## config.mk

```make
export PLATFORM = sky130hd
export DESIGN_NAME = ea_gen
export DESIGN_NICKNAME = d
export VERILOG_FILES = /design/src/rtl/ea_pkg.sv /design/src/rtl/ea_mode_decode.sv /design/src/rtl/ea_addr_math.sv /design/src/rtl/ea_gen.sv
export SDC_FILE = /design/constraint.sdc
export NUM_CORES = 1
export LEC_CHECK = 0
export BUFFER_PORTS_ARGS = -buffer_cell sky130_fd_sc_hd__buf_2
export CAP_MARGIN = 10
export CORE_UTILIZATION = 40
export DETAILED_ROUTE_END_ITERATION = 7
export SYNTH_ARGS = -nofsm -noshare
export SYNTH_HDL_FRONTEND = slang
export SYNTH_SLANG_ARGS = --single-unit
```

## constraint.sdc

```tcl
create_clock -name clk -period 8.1 [get_ports clk]
set_clock_uncertainty 0.2 [all_clocks]
set_input_delay 0.81 -clock clk [delete_from_list [all_inputs] [get_ports clk]]
set_output_delay 0.81 -clock clk [all_outputs]
set_load 0.01 [all_outputs]
```

## src/rtl/ea_pkg.sv

```systemverilog
package ea_pkg;
  typedef enum logic [3:0] {
    AM_ACC  = 4'd0,
    AM_ABS  = 4'd1,
    AM_ABSX = 4'd2,
    AM_ABSY = 4'd3,
    AM_IMM  = 4'd4,
    AM_IMPL = 4'd5,
    AM_IND  = 4'd6,
    AM_XIND = 4'd7,
    AM_INDY = 4'd8,
    AM_REL  = 4'd9,
    AM_ZP   = 4'd10,
    AM_ZPX  = 4'd11,
    AM_ZPY  = 4'd12
  } am_e;

  typedef enum logic [2:0] {
    ST_IDLE,
    ST_OP_LO,
    ST_OP_HI,
    ST_PT_LO,
    ST_PT_HI
  } st_e;
endpackage

```

## src/rtl/ea_mode_decode.sv

```systemverilog
module ea_mode_decode
  import ea_pkg::*;
#(
  parameter int LEN_W = 2
) (
  input  logic [3:0]       mode,
  output logic [LEN_W-1:0] len,
  output logic             acc,
  output logic             fetch,
  output logic             wide_op,
  output logic             via_ptr,
  output logic             zp_ptr
);
  always_comb begin
    len     = LEN_W'(1);
    acc     = 1'b0;
    fetch   = 1'b0;
    wide_op = 1'b0;
    via_ptr = 1'b0;
    zp_ptr  = 1'b0;
    case (mode)
      AM_ACC: acc = 1'b1;
      AM_IMM: len = LEN_W'(2);
      AM_ABS, AM_ABSX, AM_ABSY: begin
        len = LEN_W'(3); fetch = 1'b1; wide_op = 1'b1;
      end
      AM_IND: begin
        len = LEN_W'(3); fetch = 1'b1; wide_op = 1'b1; via_ptr = 1'b1;
      end
      AM_XIND, AM_INDY: begin
        len = LEN_W'(2); fetch = 1'b1; via_ptr = 1'b1; zp_ptr = 1'b1;
      end
      AM_REL, AM_ZP, AM_ZPX, AM_ZPY: begin
        len = LEN_W'(2); fetch = 1'b1;
      end
      default: ;
    endcase
  end
endmodule

```

## src/rtl/ea_addr_math.sv

```systemverilog
module ea_addr_math
  import ea_pkg::*;
#(
  parameter int DW = 8,
  localparam int AW = 2 * DW
) (
  input  logic [3:0]    mode,
  input  logic [AW-1:0] pc,
  input  logic [DW-1:0] ix,
  input  logic [DW-1:0] iy,
  input  logic [DW-1:0] byte_in,
  input  logic [DW-1:0] lo,
  output logic [DW-1:0] zp_sum,
  output logic [AW-1:0] rel_tgt,
  output logic [AW-1:0] word,
  output logic [AW-1:0] word_sum
);
  logic [DW-1:0] pre_idx, post_idx;

  always_comb begin
    case (mode)
      AM_ZPX, AM_XIND: pre_idx = ix;
      AM_ZPY:          pre_idx = iy;
      default:         pre_idx = '0;
    endcase
    case (mode)
      AM_ABSX:          post_idx = ix;
      AM_ABSY, AM_INDY: post_idx = iy;
      default:          post_idx = '0;
    endcase
  end

  assign zp_sum   = byte_in + pre_idx;
  assign rel_tgt  = pc + {{DW{byte_in[DW-1]}}, byte_in};
  assign word     = {byte_in, lo};
  assign word_sum = word + {{DW{1'b0}}, post_idx};
endmodule

```

## src/rtl/ea_gen.sv

```systemverilog
module ea_gen
  import ea_pkg::*;
#(
  parameter int DW = 8,
  parameter int MODE_W = 4,
  parameter int LEN_W = 2,
  localparam int AW = 2 * DW
) (
  input  logic              clk,
  input  logic              rst,
  input  logic              start,
  input  logic [MODE_W-1:0] mode,
  input  logic [AW-1:0]     pc,
  input  logic [DW-1:0]     idx_x,
  input  logic [DW-1:0]     idx_y,
  output logic              mem_rd,
  output logic [AW-1:0]     mem_addr,
  input  logic [DW-1:0]     mem_data,
  output logic              busy,
  output logic              valid,
  output logic [AW-1:0]     ea,
  output logic [LEN_W-1:0]  len,
  output logic              acc_tgt
);
  st_e               state;
  logic [MODE_W-1:0] mode_q;
  logic [AW-1:0]     pc_q, addr_q, ea_q;
  logic [DW-1:0]     x_q, y_q, lo_q;
  logic              rd_q, valid_q, acc_q;
  logic [LEN_W-1:0]  len_q;

  logic [MODE_W-1:0] cur_mode;
  logic [LEN_W-1:0]  d_len;
  logic              d_acc, d_fetch, d_wide, d_ptr, d_zpp;
  logic [DW-1:0]     zp_sum;
  logic [AW-1:0]     rel_tgt, word, word_sum;

  assign cur_mode = (state == ST_IDLE) ? mode : mode_q;

  ea_mode_decode #(.LEN_W(LEN_W)) u_dec (
    .mode(cur_mode), .len(d_len), .acc(d_acc), .fetch(d_fetch),
    .wide_op(d_wide), .via_ptr(d_ptr), .zp_ptr(d_zpp)
  );

  ea_addr_math #(.DW(DW)) u_math (
    .mode(mode_q), .pc(pc_q), .ix(x_q), .iy(y_q), .byte_in(mem_data),
    .lo(lo_q), .zp_sum(zp_sum), .rel_tgt(rel_tgt), .word(word),
    .word_sum(word_sum)
  );

  always_ff @(posedge clk) begin
    if (rst) begin
      state   <= ST_IDLE;
      mode_q  <= '0;
      pc_q    <= '0;
      x_q     <= '0;
      y_q     <= '0;
      lo_q    <= '0;
      addr_q  <= '0;
      rd_q    <= 1'b0;
      valid_q <= 1'b0;
      ea_q    <= '0;
      len_q   <= '0;
      acc_q   <= 1'b0;
    end else begin
      valid_q <= 1'b0;
      case (state)
        ST_IDLE: begin
          if (start) begin
            mode_q <= mode;
            pc_q   <= pc;
            x_q    <= idx_x;
            y_q    <= idx_y;
            len_q  <= d_len;
            acc_q  <= d_acc;
            if (d_fetch) begin
              addr_q <= pc + AW'(1);
              rd_q   <= 1'b1;
              state  <= ST_OP_LO;
            end else begin
              ea_q    <= (mode == AM_IMM) ? pc + AW'(1) : '0;
              valid_q <= 1'b1;
            end
          end
        end
        ST_OP_LO: begin
          lo_q <= mem_data;
          if (d_wide) begin
            addr_q <= pc_q + AW'(2);
            state  <= ST_OP_HI;
          end else if (d_zpp) begin
            addr_q <= {{DW{1'b0}}, zp_sum};
            state  <= ST_PT_LO;
          end else begin
            ea_q    <= (mode_q == AM_REL) ? rel_tgt : {{DW{1'b0}}, zp_sum};
            rd_q    <= 1'b0;
            valid_q <= 1'b1;
            state   <= ST_IDLE;
          end
        end
        ST_OP_HI: begin
          if (d_ptr) begin
            addr_q <= word;
            state  <= ST_PT_LO;
          end else begin
            ea_q    <= word_sum;
            rd_q    <= 1'b0;
            valid_q <= 1'b1;
            state   <= ST_IDLE;
          end
        end
        ST_PT_LO: begin
          lo_q   <= mem_data;
          addr_q <= d_zpp ? {{DW{1'b0}}, addr_q[DW-1:0] + DW'(1)}
                          : addr_q + AW'(1);
          state  <= ST_PT_HI;
        end
        ST_PT_HI: begin
          ea_q    <= word_sum;
          rd_q    <= 1'b0;
          valid_q <= 1'b1;
          state   <= ST_IDLE;
        end
        default: state <= ST_IDLE;
      endcase
    end
  end

  assign busy     = (state != ST_IDLE);
  assign mem_rd   = rd_q;
  assign mem_addr = addr_q;
  assign valid    = valid_q;
  assign ea       = ea_q;
  assign len      = len_q;
  assign acc_tgt  = acc_q;
endmodule

```

==> results.py <==
metrics = {
    "drt": {
        "drcViolationCount": 0,
        "drt_pre_antenna_iters": 5,
        "wire_per_inst_um": 19.6,
        "dr.first_iter.drc_count": 769,
        "antenna_left": 0,
        "vias": 7231,
        "viasPerCell": 6.05,
        "detail_route.wirelength_um": 23400,
    },
    "clocking": {
        "insertion_delay_ns": 0.36,
        "hold_buffers": 0,
        "cts_clk_pin_slew_worst_paths_ns": 0.07,
        "cts_num_sinks": 84,
        "clk_root_buffer_cell": "sky130_fd_sc_hd__clkbuf_16",
        "ctsHtreeMaxLevel": 3,
        "cts-root-to-sink-buffers": 2,
        "cts-resized-gates": 0,
        "post-cts-setup-buffers": 0,
        "cts_tree": "built",
        "total_clock_buffers_created_by_cts": 9,
    },
    "global_route": {
        "global_route.usage.total_pct": 26.9,
        "grt_antenna_before_repair": 0,
        "grt_max_degree": 89,
        "grt.overflow.total": 0,
        "grt_pass1_vias": 6457,
        "global_route_wire_length_before_repair_um": 36800,
    },
    "outcome": {
        "run_status": "completed",
    },
    "logic_synthesis": {
        "post-synth-top-area-fraction_pct": 24.5,
        "synth.yosys.warnings": 0,
        "synth_edf_count": 0,
        "postSynthCellCount": 928,
        "synth_seq_area_share_pct": 24.5,
        "postSynthRegisterBits": 84,
        "yosysUniqueCellTypes": 76,
        "synth_largest_area_cell": "sky130_fd_sc_hd__dfxtp_1",
        "syn-num-nets": 1011,
        "synth_async_sr_flop_share_pct": 0,
        "syn_area_per_cell_um2": 7.38,
        "synthTopCellsByArea": "sky130_fd_sc_hd__dfxtp_1 25%, sky130_fd_sc_hd__nand2_1 7.7%, sky130_fd_sc_hd__a21oi_1 6.7%",
        "syn_area_um2": 6850,
        "synth_top_flop_cell": "sky130_fd_sc_hd__dfxtp_1",
    },
    "worst_hold_path": {
        "holdCritPathClass": "reg2reg",
    },
    "critical_path": {
        "critical_path_peak_fanout": 20,
        "arrival_ns": 4.05,
        "timing.critical_path.max_delay_family": "compound AO/OA/AOI/OAI gates",
        "crit_path_max_incr_delay_ns": 0.86,
        "critPathBufInv": 0,
        "worstPathCellList": "nor3b_1 -> a22o_1 -> a22o_1 -> ha_1 -> fa_1 -> a211oi_1 -> o21bai_1 -> a21oi_1 -> mux2i_1 -> a211o_1 -> a221oi_1",
        "timing.critical_path.mode_cell": "sky130_fd_sc_hd__a22o_1",
        "critical_path_required_ns": 8.16,
        "r2r_setup_slack_ns": 4.12,
        "criticalPathCategory": "reg2reg",
        "timing.critical_path.to_type": "register",
        "critical-path-slowest-cell": "sky130_fd_sc_hd__dfxtp_1",
        "crit_path_start_kind": "register",
    },
    "finish": {
        "final_layout_size_suffix_gt1_share_pct": 12.9,
        "nets": 1054,
        "layout.cells.most_common": "sky130_fd_sc_hd__nand2_1",
        "antenna-diode-count": 0,
        "highest_count_cells_in_the_layout_ignoring_fill_and_taps": "141 x sky130_fd_sc_hd__nand2_1, 95 x sky130_fd_sc_hd__nor2_1, 92 x sky130_fd_sc_hd__a21oi_1",
        "layout-area-overhead-vs-synth_pct": 11.1,
        "final_cells": 1196,
    },
    "sta": {
        "report.final.setup_viol": 0,
        "timing_worst_slew_pin_value_ns": 1.15,
        "timing.fmax_ghz": 0.251,
        "totalNegativeSetupSlack_ns": 0,
        "grt_setup_unrepaired": "no",
        "finalHoldViolations": 0,
        "worst_hold_margin_ns": 0.256,
        "timing.slew.headroom_pct": 23.1,
        "final_clock_period_utilization_by_the_worst_path_pct": 49.2,
        "finalWorstPathRequiredPeriod_ns": 3.98,
        "timing_max_transition_violations_final": 0,
    },
    "die": {
        "floorplan.initialDensity_pct": 41.2,
        "core_area_um2": 16600,
        "fp.dieW_um": 133,
        "row_count": 47,
        "die_area_um2": 17700,
        "number_of_placed_i_o_pins": 85,
        "fp.dieH_um": 133,
    },
    "power": {
        "power.ir.vdd_worst_mv": 0.101,
        "p_leak_nw": 2.99,
        "power.total_w": 0.00123,
        "power_density_nw_per_um2": 162,
    },
    "flow_run": {
        "max_cap_violations": 0,
    },
    "place": {
        "post-place-cells": 1180,
        "portBuffers": 84,
        "hpwl_detailed_um": 17800,
        "gpl.final_weighted_congestion": 0.957,
    },
}
==> cell usage after synthesis (15+ instances only) <==
cell type                  count
sky130_fd_sc_hd__nand2_1     141
sky130_fd_sc_hd__nor2_1       96
sky130_fd_sc_hd__a21oi_1      92
sky130_fd_sc_hd__dfxtp_1      84
sky130_fd_sc_hd__clkbuf_1     41
sky130_fd_sc_hd__xnor2_1      38
sky130_fd_sc_hd__ha_1         33
sky130_fd_sc_hd__nand3_1      30
sky130_fd_sc_hd__nor3_1       29
sky130_fd_sc_hd__a211oi_1     26
sky130_fd_sc_hd__o21ai_0      25
sky130_fd_sc_hd__xor2_1       21
sky130_fd_sc_hd__a21o_1       15
sky130_fd_sc_hd__mux2i_1      15
sky130_fd_sc_hd__nand4_1      15
==> metrics by stage <==
step / cell area (µm²) / utilization (%) / setup WS (ns)
CTS: 7610 / 45.7 / 4.19
detailed placement: 7330 / 44.0 / 4.21
global route: 7610 / 45.7 / 3.76
finish: 7610 / 45.7 / 4.12
floorplan: 6850 / - / 4.73
global placement: 7330 / 44.0 / 4.29
==> path summary, 6_finish.rpt <==
path / cells after the start / endpoint / startpoint
min reg2reg: 2 / ea[0] / ea[0]
max reg2reg: 11 / mem_addr[6] / mode_q[0]
max: 11 / mem_addr[6] / mode_q[0]
min: 2 / ea[0] / ea[0]
==> worst reg2reg max path, stage by stage (launching register included) <==
cell                       delay (ns)
sky130_fd_sc_hd__dfxtp_1         0.86
sky130_fd_sc_hd__nor3b_1         0.31
sky130_fd_sc_hd__a22o_1          0.25
sky130_fd_sc_hd__a22o_1          0.23
sky130_fd_sc_hd__ha_1            0.22
sky130_fd_sc_hd__fa_1            0.42
sky130_fd_sc_hd__a211oi_1        0.24
sky130_fd_sc_hd__o21bai_1        0.10
sky130_fd_sc_hd__a21oi_1         0.37
sky130_fd_sc_hd__mux2i_1         0.17
sky130_fd_sc_hd__a211o_1         0.29
sky130_fd_sc_hd__a221oi_1        0.22
==> layout make-up <==
type                       count  area (µm²)
multi-input combinational    772        4860
timing repair buffer          89         458
fill                        1734        9030
sequential                    84        1680
clock inverter                 7        58.8
clock buffer                   9         225
inverter                      15        56.3
tap                          220         275
==> sequential cells by signal, indices dropped and copies added, names as in the netlist <==
signal    flops
acc_tgt       1
ea           16
len           2
lo_q          8
mem_addr     16
mem_rd        1
mode_q        4
pc_q         16
state         3
valid         1
x_q           8
y_q           8
==> metal layers <==
metal	GRT usage (%)	vias up	share of wire [%]
met5	0	-	0
met2	37.9	333	40
met4	10.5	0	2.7
met3	5.82	43	10
li1	-	3525	-
met1	39.2	3330	47
==> power breakdown <==
| group | total (W) | internal, W | switching [W] |
|---|---|---|---|
| Combinational | 0.000321 | 0.000123 | 0.000198 |
| Clock | 0.000409 | 0.000212 | 0.000197 |
| Sequential | 0.000503 | 0.000448 | 0.0000548 |
| Total | 0.00123 | 0.000784 | 0.000450 |
==> logic make-up after synthesis <==
family	share of synthesized area [%]
AND/OR/NAND/NOR	26.7
buffers and inverters	4.60
AO/OA/AOI/OAI	27.2
multiplexers	2.52
flip-flops	24.5
XOR/XNOR	7.54
adder cells (fa/ha/maj)	6.90
Power figures use the tool's default switching activity.
